[src/rtl/pcrc_pkg.sv]
package pcrc_pkg;

    localparam int unsigned PCRC_MAX_W = 64;

    // Multiply a remainder by x modulo the generator (one serial step, zero input).
    function automatic logic [PCRC_MAX_W-1:0] gf2_mulx(
        input logic [PCRC_MAX_W-1:0] v,
        input logic [PCRC_MAX_W-1:0] poly,
        input int unsigned           width
    );
        logic [PCRC_MAX_W-1:0] mask;
        logic [PCRC_MAX_W-1:0] r;
        logic                  top;
        mask = '0;
        for (int unsigned b = 0; b < PCRC_MAX_W; b++) begin
            if (b < width) mask[b] = 1'b1;
        end
        top = v[width-1];
        r   = (v << 1) & mask;
        if (top) r = r ^ (poly & mask);
        return r;
    endfunction

endpackage

[src/rtl/pcrc_inject.sv]
module pcrc_inject #(
    parameter int unsigned CRC_W  = 16,
    parameter int unsigned DATA_W = 8
) (
    input  logic [CRC_W-1:0]  state_i,
    input  logic              clear_i,
    input  logic [DATA_W-1:0] data_i,
    output logic [CRC_W-1:0]  vec_o
);
    localparam int unsigned PAD_W = CRC_W - DATA_W;

    logic [CRC_W-1:0] base;
    logic [CRC_W-1:0] aligned;

    always_comb begin
        base = clear_i ? '0 : state_i;
    end

    generate
        if (PAD_W == 0) begin : g_full
            assign aligned = data_i;
        end else begin : g_pad
            assign aligned = {data_i, {PAD_W{1'b0}}};
        end
    endgenerate

    assign vec_o = base ^ aligned;

endmodule

[src/rtl/pcrc_matrix.sv]
module pcrc_matrix #(
    parameter int unsigned       CRC_W  = 16,
    parameter int unsigned       DATA_W = 8,
    parameter logic [CRC_W-1:0]  POLY   = 16'h8005
) (
    input  logic [CRC_W-1:0] vec_i,
    output logic [CRC_W-1:0] vec_o
);
    import pcrc_pkg::*;

    localparam int unsigned CELLS = CRC_W * CRC_W;

    // Row-major flat matrix: bit (i*CRC_W + j) is entry (row i, column j) of F^DATA_W.
    function automatic logic [CELLS-1:0] build_rows();
        logic [CELLS-1:0]      acc;
        logic [PCRC_MAX_W-1:0] v;
        acc = '0;
        for (int unsigned j = 0; j < CRC_W; j++) begin
            v    = '0;
            v[j] = 1'b1;
            for (int unsigned s = 0; s < DATA_W; s++) begin
                v = gf2_mulx(v, PCRC_MAX_W'(POLY), CRC_W);
            end
            for (int unsigned i = 0; i < CRC_W; i++) begin
                acc[i*CRC_W + j] = v[i];
            end
        end
        return acc;
    endfunction

    localparam logic [CELLS-1:0] ROWS = build_rows();

    generate
        for (genvar i = 0; i < CRC_W; i++) begin : g_row
            assign vec_o[i] = ^(ROWS[i*CRC_W +: CRC_W] & vec_i);
        end
    endgenerate

    // A linear map sends zero to zero.
    always_comb begin
        if (vec_i == '0) begin
            assert_linear_zero_R2: assert (vec_o == '0);
        end
    end

endmodule

[src/rtl/pcrc_zero.sv]
module pcrc_zero #(
    parameter int unsigned CRC_W = 16
) (
    input  logic [CRC_W-1:0] state_i,
    output logic             zero_o
);
    assign zero_o = (state_i == '0);
endmodule

[src/rtl/pcrc_direct.sv]
module pcrc_direct #(
    parameter int unsigned      CRC_W  = 16,
    parameter int unsigned      DATA_W = 8,
    parameter logic [CRC_W-1:0] POLY   = 16'h8005
) (
    input  logic              clk,
    input  logic              rst_n,
    input  logic              start_i,
    input  logic              valid_i,
    input  logic [DATA_W-1:0] data_i,
    output logic [CRC_W-1:0]  fcs_o,
    output logic              ok_o
);
    typedef struct packed {
        logic [CRC_W-1:0] crc;
        logic             seen;
    } pcrc_state_t;

    pcrc_state_t st_d, st_q;

    logic [CRC_W-1:0] mixed;
    logic [CRC_W-1:0] advanced;
    logic             is_zero;

    pcrc_inject #(.CRC_W(CRC_W), .DATA_W(DATA_W)) u_inject (
        .state_i (st_q.crc),
        .clear_i (start_i),
        .data_i  (data_i),
        .vec_o   (mixed)
    );

    pcrc_matrix #(.CRC_W(CRC_W), .DATA_W(DATA_W), .POLY(POLY)) u_matrix (
        .vec_i (mixed),
        .vec_o (advanced)
    );

    pcrc_zero #(.CRC_W(CRC_W)) u_zero (
        .state_i (st_q.crc),
        .zero_o  (is_zero)
    );

    always_comb begin
        st_d = st_q;
        if (start_i) begin
            st_d.crc  = '0;
            st_d.seen = 1'b0;
        end
        if (valid_i) begin
            st_d.crc  = advanced;
            st_d.seen = 1'b1;
        end
    end

    always_ff @(posedge clk or negedge rst_n) begin
        if (!rst_n) begin
            st_q <= '0;
        end else begin
            st_q <= st_d;
        end
    end

    assign fcs_o = st_q.crc;
    assign ok_o  = st_q.seen & is_zero;

    assert_hold_R4: assert property (@(posedge clk) disable iff (!rst_n)
        (!valid_i && !start_i) |=> ($stable(fcs_o) && $stable(ok_o)));

    assert_clear_R5: assert property (@(posedge clk) disable iff (!rst_n)
        (start_i && !valid_i) |=> (fcs_o == '0 && !ok_o));

    assert_zero_word_R2: assert property (@(posedge clk) disable iff (!rst_n)
        (valid_i && !start_i && data_i == '0 && fcs_o == '0) |=> (fcs_o == '0));

    assert_ok_needs_word_R6: assert property (@(posedge clk) disable iff (!rst_n)
        $rose(ok_o) |-> $past(valid_i));

endmodule

[config.mk]
export PLATFORM = sky130hd
export DESIGN_NAME = pcrc_direct
export DESIGN_NICKNAME = d
export VERILOG_FILES = /design/src/rtl/pcrc_pkg.sv /design/src/rtl/pcrc_inject.sv /design/src/rtl/pcrc_matrix.sv /design/src/rtl/pcrc_zero.sv /design/src/rtl/pcrc_direct.sv
export SDC_FILE = /design/constraint.sdc
export NUM_CORES = 1
export LEC_CHECK = 0
export ABC_AREA = 1
export ABC_CLOCK_PERIOD_IN_PS = 1450
export BUFFER_PORTS_ARGS = -buffer_cell sky130_fd_sc_hd__buf_4
export CAP_MARGIN = 10
export CORE_MARGIN = 2
export CORE_UTILIZATION = 48
export DETAILED_ROUTE_END_ITERATION = 16
export GPL_ROUTABILITY_DRIVEN = 0
export HOLD_SLACK_MARGIN = 0.03
export PLACE_DENSITY = 0.87
export SYNTH_ARGS = -nofsm -noshare
export SYNTH_HDL_FRONTEND = slang
export SYNTH_SLANG_ARGS = --single-unit
[constraint.sdc]
create_clock -name clk -period 1.45 [get_ports clk]
set_clock_uncertainty 0.05 [all_clocks]
set_input_delay 0 -clock clk [delete_from_list [all_inputs] [get_ports clk]]
set_output_delay 0 -clock clk [all_outputs]
set_load 0.05 [all_outputs]
**Yosys cells after proc, flatten, opt, wreduce, memory -nomap -nowiden**

Cells that the tools add are included.

- Output and inout bits: 17
- Input port bits: 12
- Logic and storage cells: 25
- Flip-flop bits (word level): 17

- Reduce and logical (&&, ||, !) cells: 18
- Bitwise operators: 2
- Muxes and demuxes: 3

Operator list:

| kind | count |
|---|---|
| 16-bit XOR reduction | 16 |
| 17-bit two-way mux | 2 |
| 16-bit zero test | 1 |
| 16-bit two-way mux | 1 |
| 16-bit bitwise XOR | 1 |
| 2-bit nonzero test | 1 |
| 1-bit AND | 1 |

**Logic depth before layout (Yosys ltp)**

- Depth in word-level cells: 4
- Depth in mapped cells: 14

**Hierarchy**

Synthesis repeated with hierarchy kept, for this count alone.

- Cells, all modules: 237
- Area total of the unflattened synthesis: 1481.4 um2

By module, submodules not included:

| module | cells an instance | area an instance (um2) | seq. area each (um2) | times used |
|---|---|---|---|---|
| pcrc_direct | 90 | 798.3 | 425.4 | 1 |
| pcrc_matrix | 61 | 325.3 | 0.0 | 1 |
| pcrc_inject | 59 | 254.0 | 0.0 | 1 |
| pcrc_zero | 27 | 103.8 | 0.0 | 1 |

**Worst setup path after synthesis**

No wires, ideal clock.

- Kind: reg-to-output
- Start: register st_q (netlist bit fcs_o[14])
- End: output ok_o
- Cell stages (with the launch flop): 4
- Arrival time: 2209 ps
- Required time: 1400 ps
- Path slack: -809 ps
- Cells stage by stage: dfrtp_1 -> nor4_1 -> nand3_1 -> nor4_1

- Longest elaborated chain between the ends: 2

Ends and longest elaborated chain:

| what | line | source |
|---|---|---|
| start: declaration | pcrc_direct.sv:19 | `pcrc_state_t st_d, st_q;` |
| start signal: assignment | pcrc_direct.sv:58 | `st_q <= st_d;` |
| 16-bit zero test | pcrc_zero.sv:7 | `assign zero_o = (state_i == '0);` |
| 1-bit AND | pcrc_direct.sv:63 | `assign ok_o = st_q.seen & is_zero;` |
| end: declaration | pcrc_direct.sv:12 | `output logic ok_o` |

Every way passes these cells.

**Worst setup path after layout**

- Start: register st_q (netlist bit fcs_o[10])
- End: output ok_o

Same word-level chain as after synthesis.

==> out/results.ini <==
[critical_path]
critPathRequiredTime_ps=1400
reg2reg_from=fcs_o[13]
r2r_end=fcs_o[15]
start_kind=flip-flop
r2r_slack_ps=-120
worstPathArrival_ps=1570
crit_slowest_cell=dfrtp_1
critical_path_peak_fanout=4
critical_path_class=reg -> out
worst_setup_path_end_kind=output port
critPathMaxStageDelay_ps=450
crit_chain=buf_4 > nor4_2 > nand3_1 > nor4_4 > buf_6
worst-path-buf-inv=2
rr_worst_depth=14
crit_family=simple AND/OR/NAND/NOR gates

[outcome]
violations=negative setup slack
status=finished, violations left

[sta]
worstMarginPinSlew_ps=321
drv_slew=0
hold_violations=0
finalCritPeriodShare=1.11
period_minus_slack_ps=1620
worst_slack_ps=-166
max_freq_ghz=0.619
setup_violations=4
fin_tns_setup_ps=-439
slew_headroom=0.786
rsz0062_at_grt=true

[die]
fp.dieH_um=55.7
initial_core_util=0.513
core-area_sq_um=2500
num_io_pins=29
die_w_um=55.7
num_rows=18
die-area_sq_um=3100

[power_and_ir_drop]
p_per_area_nw_per_um2=1010
leakagePower_nw=0.924
vdd_ir_drop_max_mv=0.817

[cts]
clock_path_buffers=2
cts_max_level=1
cts_tree=done
clk_latency_ps=310
clk_pin_slew_ps=120
clock-sinks=17
root_buffer=clkbuf_4
cts_buffers=3

[synthesis]
ys_warn_count=0
syn_area_sq_um=1280
synth.avg_cell_area_sq_um=6.97
synth-seq-area-share=0.332
synth_nets=196
synthDistinctLibCells=24
syn_inst=184
synth-seq-cells=17

[flow_run]
drv_cap=0

[route]
avgViaCountPerCell=5.28
drcViolationCount=0
drt_iter0_markers=41
routed_wl_um=3580
wl_per_cell_um=13.9
num_vias=1357
drtAntennaViolNets=0
dr.pass1.iters=6

[global_route]
grt_max_degree=18
grt_pass1_vias=1247
grt_overflow_total=0
grtUsageTotal=0.230
grt_pass1_wl_um=5530
gr-usage-met1=0.262
grtUsageMet3=0.0488
use_met2=0.427
grt_antenna_before_repair=0
grt-busiest-layer=met2

[cells_and_area]
fin_area_sq_um=1740
num_antenna_cells=0
syn_to_final_growth_pct=36.0
nets=240
fill_cells=196
drive_above_1_share=0.463

[worst_hold_path]
hold_class=in -> async

[place]
placed_area_sq_um=1530
portBuffers=28
dp_hpwl_um=2400

-- state kept, by name (all words and copies together), names as in the netlist --
signal	count
fcs_o	16
st_q	1
-- metrics by stage --
step	utilization	power, W	hold WS (ps)	std cells	setup WS (ps)
detailed placement	0.613	0.00137	-173	240	-40.0
global placement	0.613	0.00135	-177	240	22.5
floorplan	-	0.00118	-346	184	43.4
finish	0.698	0.00176	29.0	257	-166
CTS	0.684	0.00171	36.0	255	-136
global route	0.698	0.00184	49.5	257	-240
-- worst max path at each step --
stage               from  cells after the start         to  slack, ps
5_1_grt        fcs_o[13]                     14  fcs_o[15]       -240
6_report       fcs_o[10]                      5       ok_o       -170
4_1_cts        fcs_o[11]                      5       ok_o       -140
3_5_place_dp   fcs_o[15]                     13  fcs_o[15]        -40
3_3_place_gp   fcs_o[10]                     11   fcs_o[0]         20
2_1_floorplan  fcs_o[15]                     13  fcs_o[15]         40
-- cells in the mapped netlist, drive strengths merged --
cell / number / area share
a21oi: 3 / 0.012
a22oi: 1 / 0.0059
buf: 18 / 0.11
clkinv: 1 / 0.0029
dfrtp: 17 / 0.33
inv: 24 / 0.070
nand2: 72 / 0.25
nand3: 18 / 0.092
nand4: 2 / 0.0098
nor2: 3 / 0.0088
nor3: 1 / 0.0039
nor4: 3 / 0.015
o21ai: 12 / 0.047
o21bai: 2 / 0.012
o22ai: 6 / 0.029
xor2: 1 / 0.0068
-- cells by family (layout without fill, tap and decap cells) --
logic type             after synthesis  in the layout  share of synthesized area
flip-flops                          17             17                      0.332
AO/OA/AOI/OAI                       24             24                      0.105
XOR/XNOR                             1              1                    0.00683
AND/OR/NAND/NOR                     99             99                      0.377
buffers and inverters               43             86                      0.180
-- layout make-up --
cell class,count,area [sq um],area share
Clock buffer,3,22.5,0.0129
Multi-Input combinational cell,124,708,0.406
Clock inverter,1,7.51,0.00430
Tap cell,30,37.5,0.0215
Inverter,25,93.8,0.0538
Sequential cell,17,428,0.245
Timing Repair Buffer,57,447,0.256
-- routing by layer --
metal / routed length [um] / vias up
li1: - / 662
met1: 1450 / 620
met5: 0 / -
met2: 1810 / 59
met4: 118 / 0
met3: 197 / 16
-- placed cells by master (no fill, tap or decap) --
cell type,netlist,layout
clkbuf_4,0,3
dfrtp_1,17,15
o21ai_1,1,3
nand3_1,14,14
nand2_4,3,4
nor4_2,0,2
o22ai_1,6,6
xor2_1,1,1
o21bai_1,2,1
a22oi_1,1,1
nand3_4,1,1
nand2_2,10,24
nor3_1,1,1
buf_4,16,51
o21bai_4,0,1
a21oi_1,3,3
o21ai_0,11,9
buf_6,1,3
dfrtp_2,0,2
nor2_1,3,3
inv_2,5,9
clkinvlp_4,0,1
nand2_1,59,44
nand3_2,3,3
nor4_4,0,1
nand4_1,2,2
clkinv_1,1,1
inv_1,19,15
dlygate4sd3_1,0,3
-- report_power, final --
group / total, W / internal [W] / switching [W]
clock: 0.000282 / 0.000106 / 0.000176
combinational: 0.000870 / 0.000322 / 0.000548
sequential: 0.000605 / 0.000535 / 0.0000701
-- timing repair --
item                       in CTS  in global routing
setup buffers                   8                  2
hold endpoints to repair       22                  0
hold buffers                    3                  0
setup endpoints to repair       4                  6
pin swaps                       8                  6
cloned                          0                  0
resized for setup              21                  9
No activity file was read; power rests on OpenSTA's default activity.
